File: src/rtl/gcal_pkg.sv
package gcal_pkg;

  // Two-bit code for the first-stage decision digit.
  typedef enum logic [1:0] {
    DIG_ZERO = 2'b00,
    DIG_POS  = 2'b01,
    DIG_RSV  = 2'b10,
    DIG_NEG  = 2'b11
  } dig_code_e;

  // Map a digit code to a signed value in {-1, 0, +1}; the unused code maps to zero.
  function automatic logic signed [1:0] decode_digit(input logic [1:0] code);
    logic signed [1:0] val;
    unique case (dig_code_e'(code))
      DIG_POS: val = 2'sb01;
      DIG_NEG: val = 2'sb11;
      default: val = 2'sb00;
    endcase
    return val;
  endfunction

endpackage

File: src/rtl/gcal_sq_stage.sv
// Stage 1: decode the digit, form the square of the truncated residue,
// and capture the sample with its gain estimates.
module gcal_sq_stage #(
  parameter int YW = 13,
  parameter int TW = 7,
  parameter int GW = 16,
  localparam int SH  = YW - TW,
  localparam int SQW = 2 * TW
) (
  input  logic                  clk,
  input  logic                  rst_q,
  input  logic                  in_valid,
  input  logic signed [YW-1:0]  in_y,
  input  logic [1:0]            in_dig,
  input  logic signed [GW-1:0]  in_g0,
  input  logic signed [GW-1:0]  in_g2,
  output logic                  s1_valid,
  output logic signed [YW-1:0]  s1_y,
  output logic signed [1:0]     s1_d,
  output logic signed [GW-1:0]  s1_g0,
  output logic signed [GW-1:0]  s1_g2,
  output logic signed [SQW-1:0] s1_sq
);

  logic signed [TW-1:0]  ytr;
  logic signed [SQW-1:0] sq_nxt;
  logic signed [1:0]     d_nxt;
  logic                  ld;

  // Keep the most significant TW bits by arithmetic shift.
  generate
    if (SH > 0) begin : g_trunc
      always_comb ytr = TW'(in_y >>> SH);
    end else begin : g_full
      always_comb ytr = in_y;
    end
  endgenerate

  always_comb begin
    sq_nxt = ytr * ytr;
    d_nxt  = gcal_pkg::decode_digit(in_dig);
    ld     = in_valid;
  end

  always_ff @(posedge clk or negedge rst_q) begin
    if (!rst_q) s1_valid <= 1'b0;
    else        s1_valid <= in_valid;
  end

  always_ff @(posedge clk) begin
    if (ld) begin
      s1_y  <= in_y;
      s1_d  <= d_nxt;
      s1_g0 <= in_g0;
      s1_g2 <= in_g2;
      s1_sq <= sq_nxt;
    end
  end

endmodule

File: src/rtl/gcal_gain_stage.sv
// Stage 2: build the gain factor 1 + g0 + g2*Y^2 in GF-fraction format.
module gcal_gain_stage #(
  parameter int YW = 13,
  parameter int TW = 7,
  parameter int GW = 16,
  localparam int SQW = 2 * TW,
  localparam int SQF = 2 * TW - 2,
  localparam int GF  = GW - 1,
  localparam int GTW = GW + 2,
  localparam int MW  = GW + SQW
) (
  input  logic                  clk,
  input  logic                  rst_q,
  input  logic                  s1_valid,
  input  logic signed [YW-1:0]  s1_y,
  input  logic signed [1:0]     s1_d,
  input  logic signed [GW-1:0]  s1_g0,
  input  logic signed [GW-1:0]  s1_g2,
  input  logic signed [SQW-1:0] s1_sq,
  output logic                  s2_valid,
  output logic signed [YW-1:0]  s2_y,
  output logic signed [1:0]     s2_d,
  output logic signed [GTW-1:0] s2_gt
);

  localparam logic signed [GTW-1:0] UNITY = GTW'(1) <<< GF;

  logic signed [MW-1:0]  quad;
  logic signed [GTW-1:0] quad_s;
  logic signed [GTW-1:0] gt_nxt;
  logic                  ld;

  always_comb begin
    quad   = MW'(s1_g2) * MW'(s1_sq);
    quad_s = GTW'(quad >>> SQF);
    gt_nxt = UNITY + GTW'(s1_g0) + quad_s;
    ld     = s1_valid;
  end

  always_ff @(posedge clk or negedge rst_q) begin
    if (!rst_q) s2_valid <= 1'b0;
    else        s2_valid <= s1_valid;
  end

  always_ff @(posedge clk) begin
    if (ld) begin
      s2_y  <= s1_y;
      s2_d  <= s1_d;
      s2_gt <= gt_nxt;
    end
  end

endmodule

File: src/rtl/gcal_out_stage.sv
// Stage 3: full-precision product with the residue, then merge with the digit.
module gcal_out_stage #(
  parameter int YW = 13,
  parameter int GW = 16,
  localparam int GF  = GW - 1,
  localparam int GTW = GW + 2,
  localparam int PW  = YW + GTW,
  localparam int CW  = YW + 2,
  localparam int YF  = YW - 1
) (
  input  logic                  clk,
  input  logic                  rst_q,
  input  logic                  s2_valid,
  input  logic signed [YW-1:0]  s2_y,
  input  logic signed [1:0]     s2_d,
  input  logic signed [GTW-1:0] s2_gt,
  output logic                  o_valid,
  output logic signed [CW-1:0]  o_ycal,
  output logic signed [CW-1:0]  o_outcal
);

  logic signed [PW-1:0] prod;
  logic signed [CW-1:0] ycal_nxt;
  logic signed [CW:0]   dterm;
  logic signed [CW:0]   sum;
  logic signed [CW-1:0] out_nxt;
  logic                 ld;

  always_comb begin
    prod     = PW'(s2_y) * PW'(s2_gt);
    ycal_nxt = CW'(prod >>> GF);
    dterm    = (CW+1)'(s2_d) <<< YF;
    sum      = dterm + (CW+1)'(ycal_nxt);
    out_nxt  = CW'(sum >>> 1);
    ld       = s2_valid;
  end

  always_ff @(posedge clk or negedge rst_q) begin
    if (!rst_q) o_valid <= 1'b0;
    else        o_valid <= s2_valid;
  end

  always_ff @(posedge clk) begin
    if (ld) begin
      o_ycal   <= ycal_nxt;
      o_outcal <= out_nxt;
    end
  end

endmodule

File: src/rtl/gcal_corr_top.sv
module gcal_corr_top #(
  parameter int YW      = 13,
  parameter int TW      = 7,
  parameter int GW      = 16,
  parameter int RSYNC_N = 2,
  localparam int SQW = 2 * TW,
  localparam int GTW = GW + 2,
  localparam int CW  = YW + 2
) (
  input  logic                 clk,
  input  logic                 rst_n,
  input  logic                 i_valid,
  input  logic signed [YW-1:0] i_y,
  input  logic [1:0]           i_dig,
  input  logic signed [GW-1:0] i_g0,
  input  logic signed [GW-1:0] i_g2,
  output logic                 o_valid,
  output logic signed [CW-1:0] o_ycal,
  output logic signed [CW-1:0] o_outcal
);

  // Reset: asserted asynchronously, released on a clock edge.
  logic [RSYNC_N-1:0] rsync;
  logic               rst_q;

  generate
    if (RSYNC_N > 1) begin : g_rs_chain
      always_ff @(posedge clk or negedge rst_n) begin
        if (!rst_n) rsync <= '0;
        else        rsync <= {rsync[RSYNC_N-2:0], 1'b1};
      end
    end else begin : g_rs_single
      always_ff @(posedge clk or negedge rst_n) begin
        if (!rst_n) rsync <= '0;
        else        rsync <= 1'b1;
      end
    end
  endgenerate

  assign rst_q = rsync[RSYNC_N-1];

  logic                  s1_valid;
  logic signed [YW-1:0]  s1_y;
  logic signed [1:0]     s1_d;
  logic signed [GW-1:0]  s1_g0;
  logic signed [GW-1:0]  s1_g2;
  logic signed [SQW-1:0] s1_sq;
  logic                  s2_valid;
  logic signed [YW-1:0]  s2_y;
  logic signed [1:0]     s2_d;
  logic signed [GTW-1:0] s2_gt;

  gcal_sq_stage #(.YW(YW), .TW(TW), .GW(GW)) u_sq (
    .clk(clk), .rst_q(rst_q),
    .in_valid(i_valid), .in_y(i_y), .in_dig(i_dig), .in_g0(i_g0), .in_g2(i_g2),
    .s1_valid(s1_valid), .s1_y(s1_y), .s1_d(s1_d),
    .s1_g0(s1_g0), .s1_g2(s1_g2), .s1_sq(s1_sq)
  );

  gcal_gain_stage #(.YW(YW), .TW(TW), .GW(GW)) u_gain (
    .clk(clk), .rst_q(rst_q),
    .s1_valid(s1_valid), .s1_y(s1_y), .s1_d(s1_d),
    .s1_g0(s1_g0), .s1_g2(s1_g2), .s1_sq(s1_sq),
    .s2_valid(s2_valid), .s2_y(s2_y), .s2_d(s2_d), .s2_gt(s2_gt)
  );

  gcal_out_stage #(.YW(YW), .GW(GW)) u_out (
    .clk(clk), .rst_q(rst_q),
    .s2_valid(s2_valid), .s2_y(s2_y), .s2_d(s2_d), .s2_gt(s2_gt),
    .o_valid(o_valid), .o_ycal(o_ycal), .o_outcal(o_outcal)
  );

endmodule

File: config.mk
export PLATFORM = sky130hd
export DESIGN_NAME = gcal_corr_top
export DESIGN_NICKNAME = d
export VERILOG_FILES = /design/src/rtl/gcal_pkg.sv /design/src/rtl/gcal_sq_stage.sv /design/src/rtl/gcal_gain_stage.sv /design/src/rtl/gcal_out_stage.sv /design/src/rtl/gcal_corr_top.sv
export SDC_FILE = /design/constraint.sdc
export NUM_CORES = 1
export LEC_CHECK = 0
export BUFFER_PORTS_ARGS = -buffer_cell sky130_fd_sc_hd__buf_2
export CORE_MARGIN = 2
export CORE_UTILIZATION = 60
export CTS_CLUSTER_DIAMETER = 80
export CTS_CLUSTER_SIZE = 24
export DETAILED_ROUTE_END_ITERATION = 16
export HOLD_SLACK_MARGIN = 0.03
export PLACE_DENSITY_LB_ADDON = 0.3
export SETUP_SLACK_MARGIN = 0.1
export SLEW_MARGIN = 20
export SYNTH_ARGS = -nofsm -noshare
export SYNTH_HDL_FRONTEND = slang
export SYNTH_HIERARCHICAL = 1
export SYNTH_SLANG_ARGS = --single-unit
File: constraint.sdc
create_clock -name clk -period 1.1 [get_ports clk]
set_input_delay 0.22 -clock clk [delete_from_list [all_inputs] [get_ports clk]]
set_output_delay 0.22 -clock clk [all_outputs]
set_load 0.005 [all_outputs]
==> impl_results.md, run 1 <==
- Post-synthesis async set-or-reset flop share: 0.0431
- DR DRC count: 0
- Largest net degree at the start of global routing: between 40 and 50
- Total Neg Setup Slack: -212.76 ns
- Layout cells sized above 1: 0.306
- Drt wl/cell: ~17 um
- Area fraction in and, or, nand and nor cells after synthesis: 0.138
- Slowest cell delay on critical path: approximately 0.54 ns
- Fin. max-slew vios: 0
- GRT Resource Usage Total: 0.285
- CTS Root Cell: clkbuf_16
- ANT nets after route: 0
- Delay-heaviest family, CP: adder cells
- Post-Layout Inst Area: ~30000 um2
- Max-cap check violation count: 0
- RSZ-0062 raised after global routing: true
- Final Critical Period: approximately 7.5 ns
- Crit end category: register
- Setup ws final: -6.43 ns
- Count of state elements after synthesis: about 120
- Worst skew pair latency: 0.46 ns
- # port buffers: 80
- Compound-Gate Fraction of Synth Area: 0.0463
- Fin crit share: 6.84
- Clock Skew: ~0.015 ns
- Syn-to-layout area delta: 30.3%
- CP max stage cell: fa_1
- Grt ovf: 0
- Min-Delay Path Class: register to async pin
- H-tree levels: 4
- I/O pins: 81
- CTS tree: done
- Initial Util: 0.605
- Vias in the first global route: 18600
- Die width: 198 um
- Commonest cells post-synth: inv_1, fa_1, nand2_1, and2_1, ha_1
- Top FF cell, synth: edfxtp_1
- CP most frequent cell: fa_1
- HPWL after DPL: 42200 um
- Post-Synth Adder-Cell Area: 0.522
- Post-synthesis mux area share: 0.000444
- Area after DPL: roughly 26000 um2
- CTS max path bufs: 2
- Final nets: about 3400
- Diodes inserted: 0
- Core area: 37300 um2
- TritonCTS buffer count: 17
- Sink Count: between 100 and 150
- Synth warn: 6
- Top-count cell post-synth: inv_1
- Post-Synth XOR/XNOR Area: 0.0326
- GP Congestion: between 0.9 and 1
- Post-synthesis cell count: roughly 2300
- Status: finished with violations
- Synth area leader: fa_1
- Critical path launch point type: register
- Synth area leaders: fa_1, edfxtp_1, ha_1
- Setup violators final: 79
- Register area share after synthesis: 0.153
- Initial DRC count: about 900
- Reg clk slew, reported paths: approximately 0.060 ns
- Netlist cell types: between 60 and 70
- Core Rows: between 70 and 80
- Buf/Inv on CP: 8
- Die Span Y: 198 um
- Initial antenna violation count: 0
- DR vias: between 15000 and 20000
- Yosys top cell area share: 0.412
- Die area: just under 40000 um2
- Largest family of logic cells by synthesized area: adder cells
- Via-to-Cell Ratio: 5.28
- Final Hold Viols: 0
- Max frequency: ~0.13 GHz
- WP data arrival: 7.73 ns
- DRT Pass-1 Iters: 7
- Synth Cell Area: about 23000 um2
- Post-synth EDFFs: 111
- Violated checks: setup timing
- Syn nets: slightly below 3000
- Kind of critical path: register to register
- Worst EP required: between 1 and 1.5 ns
- Crit path max fanout: 4
- First-pass GRT wire length: 87500 um
- Drt total wl: 54700 um
- Syn_area_per_cell: between 10 and 15 um2
-- cells in the final DEF, fill, tap and decap left out, types with 30 or more instances in the layout --
cell,count
inv_2,48
buf_2,75
fa_1,443
edfxtp_1,111
inv_1,488
buf_6,58
buf_4,335
ha_1,139
xnor2_1,57
a21oi_2,30
nand2_1,231
dlygate4sd3_1,40
and2_1,194
ha_4,54
-- repair_timing --
action / 4_1_cts / 5_1_grt
pin swaps: 154 / 159
resized for setup: 174 / 132
hold buffers: 40 / 0
hold endpoints to repair: 41 / 0
endpoints found under the setup margin: 80 / 79
buffers inserted: 54 / 44
-- per-stage QoR --
stage          hold slack (ns)  std cells  worst slack (ns)   util
2_1_floorplan          -0.0756       2256             -6.08      -
3_3_place_gp           0.00715       3045             -6.21  0.709
3_5_place_dp           0.00891       3045             -6.39  0.709
4_1_cts                 0.0368       3165             -6.24  0.767
5_1_grt                 0.0523       3201             -6.68  0.788
6_report                0.0440       3201             -6.43  0.788
-- final timing paths --
path | startpoint | end | slack [ns] | cells after the start
setup / recovery | u_sq/s1_sq[4]$_DFFE_PP_ | u_gain/s2_gt[16]$_DFFE_PP_ | -6.43 | 34
hold / removal | rsync[1]$_DFF_PN0_ | u_sq/s1_valid$_DFF_PN0_ | 0.04 | 0
setup reg to reg | u_sq/s1_sq[4]$_DFFE_PP_ | u_gain/s2_gt[16]$_DFFE_PP_ | -6.43 | 34
hold reg to reg | rsync[1]$_DFF_PN0_ | u_sq/s1_valid$_DFF_PN0_ | 0.04 | 0
max in group asynchronous | rsync[1]$_DFF_PN0_ | u_sq/s1_valid$_DFF_PN0_ | 0.90 | 0
min in group clk | i_dig[1] | u_sq/s1_d[1]$_DFFE_PP_ | 0.07 | 2
-- metal layers --
layer	wire [um]	vias up	track usage
met3	2160	140	0.0395
li1	-	7703	-
met4	1750	0	0.109
met2	29500	452	0.523
met5	0	-	0
met1	21300	8621	0.340
-- sequential cells by signal (all words and copies together) (netlist names) --
| signal | flops |
|---|---|
| u_gain/s2_gt | 18 |
| u_sq/s1_g0 | 16 |
| u_sq/s1_g2 | 16 |
| u_out/o_outcal | 15 |
| u_gain/s2_y | 13 |
| u_sq/s1_y | 13 |
| u_sq/s1_sq | 12 |
| u_out/o_ycal | 4 |
| rsync | 2 |
| u_gain/s2_d | 2 |
| u_sq/s1_d | 2 |
| u_gain/s2_valid | 1 |
| u_out/o_valid | 1 |
| u_sq/s1_valid | 1 |
-- logic make-up after synthesis --
| group | after synthesis |
|---|---|
| simple gates | 614 |
| other cells | 2 |
| buf+inv | 628 |
| fa+ha+maj | 663 |
| compound gates | 148 |
| xor+xnor | 84 |
| flops | 116 |
| mux | 1 |
-- cell type report --
cell class,count,area (um2)
clock buffers,19,433
flip-flops and latches,116,3460
multi-input cells,1512,18300
clock inverters,13,208
repair buffers,530,4350
fillers,2189,7900
inverters,537,2020
well taps,474,593
Power of run 1 is not shown: default switching activity piles up to over one toggle a cycle in this logic, so the estimate is an artifact.
==> inputs of run 2 (changes only) <==
--- a/config.mk
+++ b/config.mk
@@ -5,7 +5,7 @@
 export SDC_FILE = /design/constraint.sdc
 export NUM_CORES = 1
 export LEC_CHECK = 0
-export BUFFER_PORTS_ARGS = -buffer_cell sky130_fd_sc_hd__buf_2
+export BUFFER_PORTS_ARGS = -buffer_cell sky130_fd_sc_hd__clkbuf_2
 export CORE_MARGIN = 2
 export CORE_UTILIZATION = 60
 export CTS_CLUSTER_DIAMETER = 80
==> impl_results.md, run 2 (synthesis results as in run 1) <==
- Fillcell total: ~2200
- CP most frequent cell: fa_1
- Final nets: 3427
- DR vias: about 17000
- Clock Skew: 0.0164 ns
- Pre-CTS WS: -6.36 ns
- Diodes inserted: 0
- Reg clk slew, reported paths: around 0.070 ns
- WP data arrival: a little under 8 ns
- CTS Root Cell: clkbuf_16
- RSZ-0062 raised after global routing: true
- Setup violators final: 79
- Drt total wl: 55500 um
- Regs by FF count: u_gain/s2_gt: 18 flops, u_sq/s1_g0: 16 flops, u_sq/s1_g2: 16 flops
- Max-cap check violation count: 0
- Slowest cell delay on critical path: 0.56 ns
- Crit end category: register
- Reg2reg path depth: 31
- Crit path max fanout: 4
- Final Critical Period: ~7.6 ns
- Core Rows: around 70
- CTS max path bufs: 2
- TritonCTS buffer count: 17
- H-tree levels: 4
- Drt wl/cell: 17.3 um
- Worst EP required: between 1 and 1.5 ns
- Min-Delay Path Class: register to async pin
- Die area: between 30000 and 40000 um2
- Initial antenna violation count: 0
- Via-to-Cell Ratio: approximately 5.3
- Status: finished with violations
- CP max stage cell: fa_1
- Final Hold Viols: 0
- GRT Resource Usage Total: 0.290
- I/O pins: 81
- Commonest non-fill, non-tap cell in the layout: inv_1
- DR DRC count: 0
- Sink Count: between 100 and 150
- Syn-to-layout area delta: 29.8%
- Fin crit share: 6.91
- Most frequent cells in the layout: inv_1, fa_1, buf_4, nand2_1, and2_1
- Kind of critical path: register to register
- Fin. max-slew vios: 0
- CTS tree: done
- Die width: ~200 um
- Vias in the first global route: roughly 19000
- Violated checks: setup timing
- Die Span Y: ~200 um
- ANT nets after route: 0
- GP Congestion: around 0.94
- # port buffers: 80
- Initial Util: 0.605
- Worst skew pair latency: between 0.4 and 0.5 ns
- Core area: ~37000 um2
- First-pass GRT wire length: between 80000 and 90000 um
- HPWL after DPL: 42700 um
- Layout cells sized above 1: 0.296
- DRT Pass-1 Iters: 5
- Largest register FFs: 18
- Grt ovf: 0
- Max frequency: approximately 0.13 GHz
- Initial DRC count: approximately 930
- Critical path launch point type: register
- Setup ws final: -6.51 ns
- Largest net degree at the start of global routing: 43
- Largest Register: u_gain/s2_gt
run 2: changes by cell type in the layout (fill, tap and decap cells not counted), sizes merged:
| cell | previous run | this run |
|---|---|---|
| clkbuf | 19 | 94 |
| bufinv | 5 | 1 |
| buf | 490 | 413 |
| clkinvlp | 2 | 3 |
| inv | 537 | 542 |
run 2: final cells by class:
| cell class | count | area, um2 | area share |
|---|---|---|---|
| multi-input combinational | 1512 | 18400 | 0.628 |
| clock inverter | 15 | 131 | 0.00449 |
| clock buffer | 17 | 425 | 0.0145 |
| inverter | 537 | 2030 | 0.0693 |
| timing repair buffer | 530 | 4250 | 0.145 |
| sequential | 116 | 3460 | 0.118 |
| tap | 474 | 593 | 0.0203 |
run 2: critical path, delay by kind of cell (launching register included):
kind            cells  cell delay [ns]
fa+ha+maj           9             3.90
compound gates      9             1.71
buf+inv             7             0.66
flops               1             0.48
simple gates        4             0.33
xor+xnor            2             0.25
run 2: worst paths after layout:
check	from	endpoint	slack (ns)
min in group clk	i_dig[1]	u_sq/s1_d[1]$_DFFE_PP_	0.07
min	rsync[1]$_DFF_PN0_	u_out/o_valid$_DFF_PN0_	0.05
max reg2reg	u_sq/s1_g2[9]$_DFFE_PP_	u_gain/s2_gt[16]$_DFFE_PP_	-6.51
min reg2reg	rsync[1]$_DFF_PN0_	u_out/o_valid$_DFF_PN0_	0.05
max in group asynchronous	rsync[1]$_DFF_PN0_	u_sq/s1_valid$_DFF_PN0_	0.89
max	u_sq/s1_g2[9]$_DFFE_PP_	u_gain/s2_gt[16]$_DFFE_PP_	-6.51
run 2: timing repair:
action	in CTS	in global routing
hold endpoints to repair	41	0
gates cloned	0	1
resized for setup	156	118
buffers inserted	39	63
endpoints found under the setup margin	80	80
hold buffers	40	0
pin swaps	90	98
run 2: through the flow:
step	area (um2)	TNS (ns)	hold slack, ns	utilization	instances
5_1_grt	29300	-223.58	0.0540	0.785	3201
4_1_cts	28400	-209.79	0.0479	0.761	3150
3_3_place_gp	26400	-210.91	0.00828	0.708	3045
6_report	29300	-216.13	0.0457	0.785	3201
2_1_floorplan	23500	-196.50	-0.0756	-	2256
3_5_place_dp	26400	-216.22	0.00988	0.708	3045
run 2: metal layers:
| layer | routed length (um) | GRT usage | vias to the layer above | share of wire |
|---|---|---|---|---|
| li1 | - | - | 7692 | - |
| met1 | 21700 | 0.340 | 8567 | 0.39 |
| met2 | 29500 | 0.537 | 506 | 0.53 |
| met3 | 2280 | 0.0346 | 149 | 0.041 |
| met4 | 2030 | 0.121 | 0 | 0.037 |
| met5 | 0 | 0 | - | 0 |
Power of run 2 is left out for the same reason.
==> inputs of run 3 (changes only) <==
--- a/config.mk
+++ b/config.mk
@@ -13,9 +13,7 @@
 export DETAILED_ROUTE_END_ITERATION = 16
 export HOLD_SLACK_MARGIN = 0.03
 export PLACE_DENSITY_LB_ADDON = 0.3
-export SETUP_SLACK_MARGIN = 0.1
 export SLEW_MARGIN = 20
 export SYNTH_ARGS = -nofsm -noshare
 export SYNTH_HDL_FRONTEND = slang
-export SYNTH_HIERARCHICAL = 1
 export SYNTH_SLANG_ARGS = --single-unit
==> impl_results.md, run 3 <==
- Core Rows: just under 70
- Vias in the first global route: approximately 18000
- Synth area leaders: fa_1, edfxtp_1, ha_1
- Syn_area_per_cell: slightly above 10 um2
- Final nets: roughly 3200
- Setup ws final: -6.56 ns
- First-pass GRT wire length: 86600 um
- Commonest non-fill, non-tap cell in the layout: fa_1
- Setup violators final: between 70 and 80
- Max-cap check violation count: 0
- Crit end category: register
- Compound-Gate Fraction of Synth Area: 0.0371
- Reg clk slew, reported paths: ~0.060 ns
- Synth area leader: fa_1
- H-tree levels: 4
- Status: finished with violations
- Most frequent cells in the layout: fa_1, inv_1, buf_4, nand2_1, and2_1
- Critical path launch point type: register
- WP data arrival: a little under 8 ns
- Max frequency: 0.130 GHz
- Initial DRC count: just under 1000
- DR DRC count: 0
- Post-synth EDFFs: between 100 and 150
- Die width: between 150 and 200 um
- Post-Layout Inst Area: ~27000 um2
- Worst skew pair latency: around 0.46 ns
- DRT Pass-1 Iters: 8
- Drt total wl: 55200 um
- Count of state elements after synthesis: ~120
- Largest family of logic cells by synthesized area: adder cells
- Violated checks: setup timing
- Crit path max fanout: 3
- Via-to-Cell Ratio: between 5 and 6
- Netlist cell types: between 50 and 60
- CTS tree: done
- Die area: between 30000 and 40000 um2
- Drt wl/cell: 18.9 um
- Largest Register: u_gain.s2_gt
- Diodes inserted: 0
- Yosys top cell area share: 0.419
- Fillcell total: ~2000
- Reg2reg setup slack: -6.56 ns
- Clock Skew: 0.0119 ns
- Multi-input gate area: approximately 17000 um2
- RSZ-0062 raised after global routing: true
- Post-Synth XOR/XNOR Area: 0.0327
- Storage cell area: approximately 3500 um2
- Fin. max-slew vios: 0
- Register area share after synthesis: 0.163
- DR vias: between 15000 and 20000
- Total Neg Setup Slack: -221.48 ns
- Fin crit share: 6.97
- Regs by FF count: u_gain.s2_gt: 18 flops, u_sq.s1_g0: 16 flops, u_sq.s1_g2: 16 flops
- Post-synthesis cell count: just over 2000
- CP max stage cell: fa_1
- I/O pins: 81
- Layout cells sized above 1: 0.270
- ANT nets after route: 0
- Syn-to-layout area delta: 28.3%
- Largest register FFs: 18
- Final Critical Period: about 7.7 ns
- Sink Count: between 100 and 150
- Post-synthesis async set-or-reset flop share: 0.0431
- Slowest cell delay on critical path: approximately 0.56 ns
- Min-Delay Path Class: register to async pin
- CP most frequent cell: fa_1
- Area after DPL: around 25000 um2
- Largest net degree at the start of global routing: 32
- Die Span Y: around 190 um
- Area fraction in and, or, nand and nor cells after synthesis: 0.132
- Worst EP required: ~1.3 ns
- Post-synthesis mux area share: 0.000532
- GP Congestion: 0.902
- Kind of critical path: register to register
- # port buffers: 80
- CTS max path bufs: 2
- GRT Resource Usage Total: 0.309
- CTS Root Cell: clkbuf_16
- Top FF cell, synth: edfxtp_1
- Grt ovf: 0
- Post-Synth Adder-Cell Area: 0.540
- Final Hold Viols: 0
- HPWL after DPL: between 40000 and 50000 um
- Synth Cell Area: ~21000 um2
- Top-count cell post-synth: fa_1
- Core area: about 35000 um2
- Initial antenna violation count: 0
- Synth warn: 0
- Initial Util: 0.611
- TritonCTS buffer count: 17
- Commonest cells post-synth: fa_1, inv_1, nand2_1, ha_1, and2_1
==> run 3: cell types whose count changed after synthesis, moves of 8 or more <==
cell	delta
a21oi_2	-8
and2_1	-33
clkbuf_1	-9
fa_1	-21
inv_1	-102
nand2b_1	+12
nand3_1	-11
nand4_1	-8
nor2b_1	-16
==> run 3: through the flow <==
stage | util | hold WS (ns) | std cells | setup WS, ns
finish | 0.784 | 0.0466 | 2926 | -6.56
global route | 0.784 | 0.0539 | 2926 | -6.85
CTS | 0.769 | 0.0489 | 2910 | -6.43
detailed placement | 0.709 | 0.0108 | 2806 | -6.50
global placement | 0.709 | 0.00569 | 2806 | -6.25
floorplan | - | -0.0756 | 2040 | -6.17
==> run 3: cell type report <==
cell class,count,area share
clock buffers,18,0.0158
clock inverters,14,0.00825
inverters,436,0.0609
multi-input cells,1407,0.624
flip-flops and latches,116,0.127
well taps,455,0.0210
repair buffers,480,0.143
==> run 3: path summary, 6_finish.rpt <==
check                                              from                         end  cells after the start
worst max-delay path            u_sq.s1_g2[6]$_DFFE_PP_  u_gain.s2_gt[16]$_DFFE_PP_                     31
worst min-delay path                 rsync[1]$_DFF_PN0_     u_sq.s1_valid$_DFF_PN0_                      0
worst max register to register  u_sq.s1_g2[6]$_DFFE_PP_  u_gain.s2_gt[16]$_DFFE_PP_                     31
worst min register to register       rsync[1]$_DFF_PN0_     u_sq.s1_valid$_DFF_PN0_                      0
max in group asynchronous            rsync[1]$_DFF_PN0_     u_sq.s1_valid$_DFF_PN0_                      0
min in group clk                               i_dig[1]      u_sq.s1_d[1]$_DFFE_PP_                      2
==> run 3: critical path: cells and delay by family, from the launching register on <==
kind | cells | cell delay, ns
fa+ha+maj | 9 | 3.64
buf+inv | 5 | 0.35
simple gates | 6 | 1.12
flops | 1 | 0.41
xor+xnor | 2 | 0.22
compound gates | 9 | 1.69
==> run 3: repair_timing <==
action,4_1_cts,5_1_grt
hold buffers,40,0
hold endpoints to repair,41,0
endpoints found under the setup margin,79,79
pin swaps,106,74
setup buffers,40,25
gates resized for setup,142,85
==> run 3: routing by layer <==
metal	up-vias	GRT usage	part of all wire
met3	204	0.0490	0.057
li1	6973	-	-
met4	0	0.150	0.055
met2	623	0.541	0.52
met5	-	0	0
met1	8154	0.373	0.37
==> run 3: cells by family after synthesis <==
group,after synthesis
compound gates,110
mux,1
flops,116
simple gates,566
buf+inv,517
other cells,2
fa+ha+maj,648
xor+xnor,79
Power of run 3 is left out for the same reason.
